`src/rtl/cw3_pkg.sv`:
```
package cw3_pkg;

    typedef enum logic [2:0] {
        ST_IDLE     = 3'd0,
        ST_SETUP    = 3'd1,
        ST_BIT_LOW  = 3'd2,
        ST_BIT_HIGH = 3'd3,
        ST_FINISH   = 3'd4
    } cw3_state_e;

    typedef struct packed {
        cw3_state_e state;
        logic       busy;
        logic       done;
        logic       mode;
        logic       sclk;
        logic       sdat;
    } cw3_ctrl_s;

    localparam cw3_ctrl_s CW3_CTRL_RESET = '{
        state: ST_IDLE,
        busy:  1'b0,
        done:  1'b0,
        mode:  1'b1,
        sclk:  1'b1,
        sdat:  1'b0
    };

endpackage

```
`src/rtl/cw3_unit_timer.sv`:
```
module cw3_unit_timer #(
    parameter int CYCLES_PER_UNIT = 100
) (
    input  logic clk,
    input  logic rst,
    input  logic run,
    output logic tick
);
    localparam int CW = $clog2(CYCLES_PER_UNIT + 1);
    localparam logic [CW-1:0] LAST = CW'(CYCLES_PER_UNIT - 1);

    typedef struct packed {
        logic [CW-1:0] cnt;
    } timer_s;

    timer_s tmr_d, tmr_q;

    always_comb begin
        tick = run && (tmr_q.cnt == LAST);
        tmr_d = tmr_q;
        if (!run || tick) begin
            tmr_d.cnt = '0;
        end else begin
            tmr_d.cnt = tmr_q.cnt + 1'b1;
        end
    end

    always_ff @(posedge clk) begin
        if (rst) begin
            tmr_q <= '0;
        end else begin
            tmr_q <= tmr_d;
        end
    end
endmodule

```
`src/rtl/cw3_bit_shifter.sv`:
```
module cw3_bit_shifter #(
    parameter int BITS = 8
) (
    input  logic            clk,
    input  logic            rst,
    input  logic            load,
    input  logic [BITS-1:0] load_val,
    input  logic            advance,
    output logic            cur_bit,
    output logic            next_bit,
    output logic            last_bit
);
    localparam int IW = (BITS > 1) ? $clog2(BITS) : 1;
    localparam logic [IW-1:0] LAST_IDX = IW'(BITS - 1);

    typedef struct packed {
        logic [BITS-1:0] sr;
        logic [IW-1:0]   idx;
    } shift_s;

    shift_s sh_d, sh_q;

    always_comb begin
        sh_d = sh_q;
        if (load) begin
            sh_d.sr  = load_val;
            sh_d.idx = '0;
        end else if (advance) begin
            sh_d.sr  = {1'b0, sh_q.sr[BITS-1:1]};
            sh_d.idx = sh_q.idx + 1'b1;
        end
    end

    assign cur_bit  = sh_q.sr[0];
    assign next_bit = sh_q.sr[1];
    assign last_bit = (sh_q.idx == LAST_IDX);

    always_ff @(posedge clk) begin
        if (rst) begin
            sh_q <= '0;
        end else begin
            sh_q <= sh_d;
        end
    end
endmodule

```
`src/rtl/cw3_byte_tx.sv`:
```
module cw3_byte_tx #(
    parameter int CYCLES_PER_UNIT = 100,
    parameter int BYTE_W          = 8
) (
    input  logic              clk,
    input  logic              rst,
    input  logic              start,
    input  logic              mode_in,
    input  logic [BYTE_W-1:0] data_in,
    output logic              busy,
    output logic              done,
    output logic              line_mode,
    output logic              line_clk,
    output logic              line_data
);
    import cw3_pkg::*;

    cw3_ctrl_s ctl_d, ctl_q;
    logic      unit_tick;
    logic      timer_run;
    logic      sh_load, sh_adv;
    logic      sh_cur, sh_next, sh_last;

    assign timer_run = (ctl_q.state == ST_SETUP)   ||
                       (ctl_q.state == ST_BIT_LOW) ||
                       (ctl_q.state == ST_BIT_HIGH);

    cw3_unit_timer #(
        .CYCLES_PER_UNIT(CYCLES_PER_UNIT)
    ) u_timer (
        .clk (clk),
        .rst (rst),
        .run (timer_run),
        .tick(unit_tick)
    );

    cw3_bit_shifter #(
        .BITS(BYTE_W)
    ) u_shift (
        .clk     (clk),
        .rst     (rst),
        .load    (sh_load),
        .load_val(data_in),
        .advance (sh_adv),
        .cur_bit (sh_cur),
        .next_bit(sh_next),
        .last_bit(sh_last)
    );

    always_comb begin
        ctl_d      = ctl_q;
        ctl_d.done = 1'b0;
        sh_load    = 1'b0;
        sh_adv     = 1'b0;
        case (ctl_q.state)
            ST_IDLE: begin
                if (start) begin
                    ctl_d.state = ST_SETUP;
                    ctl_d.busy  = 1'b1;
                    ctl_d.mode  = mode_in;
                    ctl_d.sclk  = 1'b1;
                    ctl_d.sdat  = 1'b0;
                    sh_load     = 1'b1;
                end
            end
            ST_SETUP: begin
                if (unit_tick) begin
                    ctl_d.state = ST_BIT_LOW;
                    ctl_d.sclk  = 1'b0;
                    ctl_d.sdat  = sh_cur;
                end
            end
            ST_BIT_LOW: begin
                if (unit_tick) begin
                    ctl_d.state = ST_BIT_HIGH;
                    ctl_d.sclk  = 1'b1;
                end
            end
            ST_BIT_HIGH: begin
                if (unit_tick) begin
                    if (sh_last) begin
                        ctl_d.state = ST_FINISH;
                        ctl_d.mode  = 1'b1;
                        ctl_d.sclk  = 1'b1;
                        ctl_d.sdat  = 1'b0;
                        ctl_d.done  = 1'b1;
                    end else begin
                        ctl_d.state = ST_BIT_LOW;
                        ctl_d.sclk  = 1'b0;
                        ctl_d.sdat  = sh_next;
                        sh_adv      = 1'b1;
                    end
                end
            end
            ST_FINISH: begin
                ctl_d.state = ST_IDLE;
                ctl_d.busy  = 1'b0;
            end
            default: begin
                ctl_d = CW3_CTRL_RESET;
            end
        endcase
    end

    always_ff @(posedge clk) begin
        if (rst) begin
            ctl_q <= CW3_CTRL_RESET;
        end else begin
            ctl_q <= ctl_d;
        end
    end

    assign busy      = ctl_q.busy;
    assign done      = ctl_q.done;
    assign line_mode = ctl_q.mode;
    assign line_clk  = ctl_q.sclk;
    assign line_data = ctl_q.sdat;
endmodule

```
`config.mk`:
```
export PLATFORM = sky130hd
export DESIGN_NAME = cw3_byte_tx
export DESIGN_NICKNAME = d
export VERILOG_FILES = /design/src/rtl/cw3_pkg.sv /design/src/rtl/cw3_unit_timer.sv /design/src/rtl/cw3_bit_shifter.sv /design/src/rtl/cw3_byte_tx.sv
export SDC_FILE = /design/constraint.sdc
export NUM_CORES = 1
export LEC_CHECK = 0
export BUFFER_PORTS_ARGS = -buffer_cell sky130_fd_sc_hd__buf_2
export CAP_MARGIN = 20
export CORE_MARGIN = 1.5
export CORE_UTILIZATION = 59
export CTS_CLUSTER_DIAMETER = 80
export DETAILED_ROUTE_END_ITERATION = 10
export PLACE_DENSITY_LB_ADDON = 0.2
export SLEW_MARGIN = 20
export SYNTH_ARGS = -nofsm -noshare
export SYNTH_HDL_FRONTEND = slang
export SYNTH_HIERARCHICAL = 1
export SYNTH_SLANG_ARGS = --single-unit
export TNS_END_PERCENT = 30
```
`constraint.sdc`:
```
create_clock -name clk -period 5.9 [get_ports clk]
set_input_delay 1.18 -clock clk [delete_from_list [all_inputs] [get_ports clk]]
set_output_delay 1.18 -clock clk [all_outputs]
set_load 0.05 [all_outputs]
```
Yosys cells after proc, flatten, opt, wreduce, memory -nomap -nowiden --
Cells that the tools add are included.
Word-level totals: flip-flop bits (word level) 26, input port bits 12, output and inout bits 5
Cells by class: reduce and logical (&&, ||, !) cells 18, eq/ne operators 11, $add $sub $neg 2, bitwise gates (word level) 6, muxes and demuxes 23
Operators by type and width (count):
- $mux 11 | 2
- $mux 3 | 6
- $pmux 3 s4 | 1
- $reduce_and 4->1 | 3
- $reduce_or 3->1 | 3
- $add 7x1->7 const B | 1
- $eq 7x7->1 const B | 1
- $eq 3x2->1 const B | 2
- $eq 3x3->1 const B | 2
- $mux 1 | 6
- $mux 2 | 3
- $ne 2x1->1 const B | 3
- $not 1->1 | 6
- $reduce_or 2->1 | 3
- $pmux 1 s5 | 1
- $reduce_and 5->1 | 1
- $mux 4 | 1
- $ne 2x2->1 const B | 2
- $pmux 1 s4 | 1
- $add 3x1->3 const B | 1
- $eq 3x1->1 const B | 1
- $logic_not 3->1 | 1
- $logic_or 1x1->1 | 3
- $pmux 1 s3 | 1
- 5 further kinds | 5

Depth between registers and ports, before layout --
depth after elaboration 8, mapped depth 10, mapped depth without buffers 8

Hierarchy --
Netlist, hierarchy kept.
By module, submodules not included:
- cw3_bit_shifter | area an instance 496.7 um2, times used 1, cells each 47
- cw3_byte_tx | area an instance 434.2 um2, times used 1, cells each 49
- cw3_unit_timer | area an instance 320.3 um2, times used 1, cells each 35

Worst setup path before layout --
Ideal clock, no wire load.
kind in2reg, from input start, to register u_shift/sh_q[7] in the netlist's numbering, arrival 2.176 ns, path buffers 1, stages on the path 5, setup slack 3.638 ns, library setup time 0.086 ns, path through or4b_4 > inv_2 > buf_2 > inv_1 > a211oi_1
Between the ends: word-level cells in the longest chain between the ends 3
RTL lines:
- from (decl) | line cw3_byte_tx.sv:7 | input logic start,
- $mux 1 (*) | line cw3_byte_tx.sv:57 | if (start) begin
- $mux 1 (*) | line cw3_byte_tx.sv:55 | case (ctl_q.state)
- net sh_load | line cw3_byte_tx.sv:21 | logic sh_load, sh_adv;
- $mux 11 / $reduce_bool 2->1 (equally long branches)
- to (signal assigned) | line cw3_bit_shifter.sv:40 | sh_q <= '0;
- to (signal assigned) | line cw3_bit_shifter.sv:42 | sh_q <= sh_d;
- to (decl) | line cw3_bit_shifter.sv:21 | shift_s sh_d, sh_q;
The timed path passes the listed nets; every way through them passes the cells marked *. A chain may end at the register's enable or synchronous reset.

Worst setup path after layout --
from register ctl_q[6] in the netlist's numbering, to register u_shift/sh_q[8] in the netlist's numbering
Between the ends: word-level cells in the longest chain between the ends 7
RTL lines:
- from (decl) | line cw3_byte_tx.sv:18 | cw3_ctrl_s ctl_d, ctl_q;
- from (signal assigned) | line cw3_byte_tx.sv:109 | ctl_q <= ctl_d;
- $eq 3x1->1 / $eq 3x2->1 (equally long branches) | line cw3_byte_tx.sv:24, cw3_byte_tx.sv:25
- $logic_or 1x1->1 | line cw3_byte_tx.sv:24 | assign timer_run = (ctl_q.state == ST_SETUP) ||
- $logic_or 1x1->1 (*) | line cw3_byte_tx.sv:25 | (ctl_q.state == ST_BIT_LOW) ||
- net timer_run | line cw3_byte_tx.sv:20 | logic timer_run;
- $logic_and 1x1->1 (*) | line cw3_unit_timer.sv:19 | tick = run && (tmr_q.cnt == LAST);
- net unit_tick | line cw3_byte_tx.sv:19 | logic unit_tick;
- $mux 1 (*) | line cw3_byte_tx.sv:80 | if (unit_tick) begin
- $mux 1 (*) | line cw3_byte_tx.sv:55
- net sh_adv | line cw3_byte_tx.sv:21
- $reduce_bool 2->1 (no line) (*)
Marks and branches as above.

==> flow_metrics.env <==
export IMPL_cts_max_level=1
export IMPL_finalInstanceArea_sq_um=1373
export IMPL_reg2reg_depth=9
export IMPL_min_from="u_timer/tmr_q[0]"
export IMPL_regToRegSetupSlack_ps=3390
export IMPL_final_util=0.6926
export IMPL_io_buffer_count=16
export IMPL_clock_latency_ps=310
export IMPL_max_stage_delay_ps=570
export IMPL_hp_class="flip-flop to flip-flop"
export IMPL_clk_path_buf_depth=2
export IMPL_place_ws_ps=3421
export IMPL_detail_route_wl_per_cell_um=11.78
export IMPL_vias=934
export IMPL_rsz0062_at_grt="false"
export IMPL_grt_max_degree=24
export IMPL_skew_ps=2.470
export IMPL_initial_utilization=0.6313
export IMPL_drv_slew=0
export IMPL_crit_required_ps=6130
export IMPL_outcome="finished, final reports clean"
export IMPL_syn_avg_cell_area_sq_um=9.551
export IMPL_synth_distinct_cells=35
export IMPL_synth_fp_nets=146
export IMPL_synth_ff_type="dfxtp_1"
export IMPL_core_area_sq_um=1982
export IMPL_fin_nets=161
export IMPL_synth_edf_count=0
export IMPL_worstPathCellList="nor2_1, nor2_1, inv_1, nor3_1, nand2_1, nor3_1, buf_4, mux2i_1, a211oi_1"
export IMPL_setup_viol=0
export IMPL_die_area_sq_um=2406
export IMPL_finalCriticalPeriod_ps=2512
export IMPL_slew_limit_headroom=0.5850
export IMPL_hold_viol_final=0
export IMPL_min_period_over_period=0.4258
export IMPL_groute_usage_overall=0.1848
export IMPL_fmaxAchievable_ghz=0.3981
export IMPL_ir_drop_mv=0.1766
export IMPL_cts_setup_buffers=0
export IMPL_detail_route_antenna_nets=0
export IMPL_grt_overflow_total=0
export IMPL_path_class="flip-flop to flip-flop"
export IMPL_gp_congestion=0.8158
export IMPL_cpMaxStageDelayCell="dfxtp_1"
export IMPL_drive_gt1_frac=0.2069
export IMPL_p_leak_nw=0.5039
export IMPL_hold_buffers=0
export IMPL_drcViolationCount=0
export IMPL_grt_pass1_wl_um=3525
export IMPL_n_antenna_cell=0
export IMPL_cts_resized=0
export IMPL_clockRootBuffer="clkbuf_4"
export IMPL_dp_hpwl_um=1478
export IMPL_grt_pass1_vias=879
export IMPL_firstDrtPassIters=3
export IMPL_cts_buffers=3
export IMPL_synth_seq_cells=26
export IMPL_critPathLaunchType="flip-flop"
export IMPL_dieWidth_um=49.05
export IMPL_path_delay_family="simple AND/OR/NAND/NOR gates"
export IMPL_timing_rr_end="u_shift/sh_q[8]"
export IMPL_num_rows=16
export IMPL_ys_warn_count=6
export IMPL_seq_area_frac_synth=0.4160
export IMPL_r2r_start="ctl_q[6]"
export IMPL_synth_cells=131
export IMPL_critical_path_buf_inv_count=2
export IMPL_worst_slack_ps=3388
export IMPL_grt_antenna_before_repair=0
export IMPL_mostFrequentLayoutCells="dfxtp_1 (26), buf_2 (16), mux2i_1 (12)"
export IMPL_dr_first_iter_drc_count=6
export IMPL_cts_clk_slew_worst_paths_ps=140
export IMPL_min_to="u_timer/tmr_q[0]"
export IMPL_maxCapViolations=0
export IMPL_drt_total_wl_um=2027
export IMPL_layout_area_overhead_vs_synth_pct=9.700
export IMPL_worstSetupEndpointType="flip-flop"
export IMPL_mostFrequentLayoutCell="dfxtp_1"
export IMPL_die_height_um=49.05
export IMPL_arrival_ps=2740
export IMPL_timing_setup_tns_ps=0
export IMPL_syn_area_sq_um=1251
export IMPL_startpoint="ctl_q[6]"
export IMPL_power_density_nw_per_um2=247.0
export IMPL_pin_count=17
export IMPL_clkSinkCount=26
export IMPL_fin_hold_ws_ps=476.3
export IMPL_place_area_sq_um=1320
export IMPL_vias_per_cell=5.430
export IMPL_min_delay_path_depth=1
export IMPL_worstMarginPinSlew_ps=617.7
export IMPL_crit_fanout=12
export IMPL_synthArstFlopShare=0
export IMPL_tritoncts="done"
registers in the layout, indices dropped and copies added, names as in the netlist:
register / count
u_shift/sh_q: 9
u_shift/cur_bit: 1
u_timer/tmr_q: 7
ctl_q: 3
line_data: 1
done: 1
line_mode: 1
line_clk: 1
u_shift/next_bit: 1
busy: 1
stage by stage:
step / instances / power (mW)
floorplan: 131 / 0.2154
global placement: 168 / 0.2221
detailed placement: 168 / 0.2230
CTS: 172 / 0.3446
global route: 172 / 0.3546
finish: 172 / 0.3390
metal layers:
| metal | track usage | part of all wire | up-vias |
|---|---|---|---|
| met5 | 0 | 0 | - |
| met4 | 0.08095 | 0.0074 | 0 |
| met3 | 0.02454 | 0.021 | 2 |
| met2 | 0.3242 | 0.51 | 9 |
| met1 | 0.2255 | 0.47 | 432 |
| li1 | - | - | 491 |
report_power, final:
| part | internal, mW | switching [mW] |
|---|---|---|
| clock | 0.0686 | 0.0511 |
| sequential | 0.182 | 0.00455 |
| combinational | 0.0132 | 0.0192 |
cell usage after synthesis (3+ instances only):
| cell type | n | area, sq um |
|---|---|---|
| nand2b_1 | 3 | 18.77 |
| nor3_1 | 7 | 35.03 |
| mux2i_1 | 12 | 120.1 |
| dfxtp_1 | 26 | 520.5 |
| nor2_1 | 11 | 41.29 |
| nor2b_1 | 7 | 43.79 |
| nand2_1 | 6 | 22.52 |
| a211oi_1 | 10 | 75.07 |
| inv_1 | 4 | 15.01 |
| ha_1 | 3 | 37.54 |
| buf_2 | 3 | 15.01 |
| buf_6 | 3 | 33.78 |
| nand3_1 | 3 | 15.01 |
| o21ai_0 | 4 | 20.02 |
cell type report:
type                       count  area (sq um)
multi-input combinational     93         659.4
fill                         159         609.3
sequential                    26         520.5
timing repair buffer          17         87.58
tap                           27         33.78
clock inverter                 1         30.03
clock buffer                   3         22.52
inverter                       5         18.77
kinds of logic (layout without fill, tap and decap cells):
family | count (synthesis) | in the layout | share of synthesized area
adders and majority gates | 3 | 3 | 0.03000
xor gates and xnor gates | 4 | 4 | 0.02801
and+or+nand+nor | 52 | 52 | 0.2460
AOI/OAI and AO/OA | 21 | 21 | 0.1180
DFF | 26 | 26 | 0.4160
buffers and inverters | 12 | 26 | 0.05699
muxes | 13 | 13 | 0.1050
worst max path at each step:
stage	to	cells past startpoint	slack, ps
2_1_floorplan	u_shift/sh_q[7]	5	3640
3_3_place_gp	u_shift/sh_q[7]	9	3530
3_5_place_dp	u_shift/sh_q[8]	5	3420
4_1_cts	u_shift/sh_q[8]	9	3380
5_1_grt	u_shift/sh_q[8]	9	3180
6_report	u_shift/sh_q[8]	9	3390
Note: power is estimated with default switching activity, not from simulation.
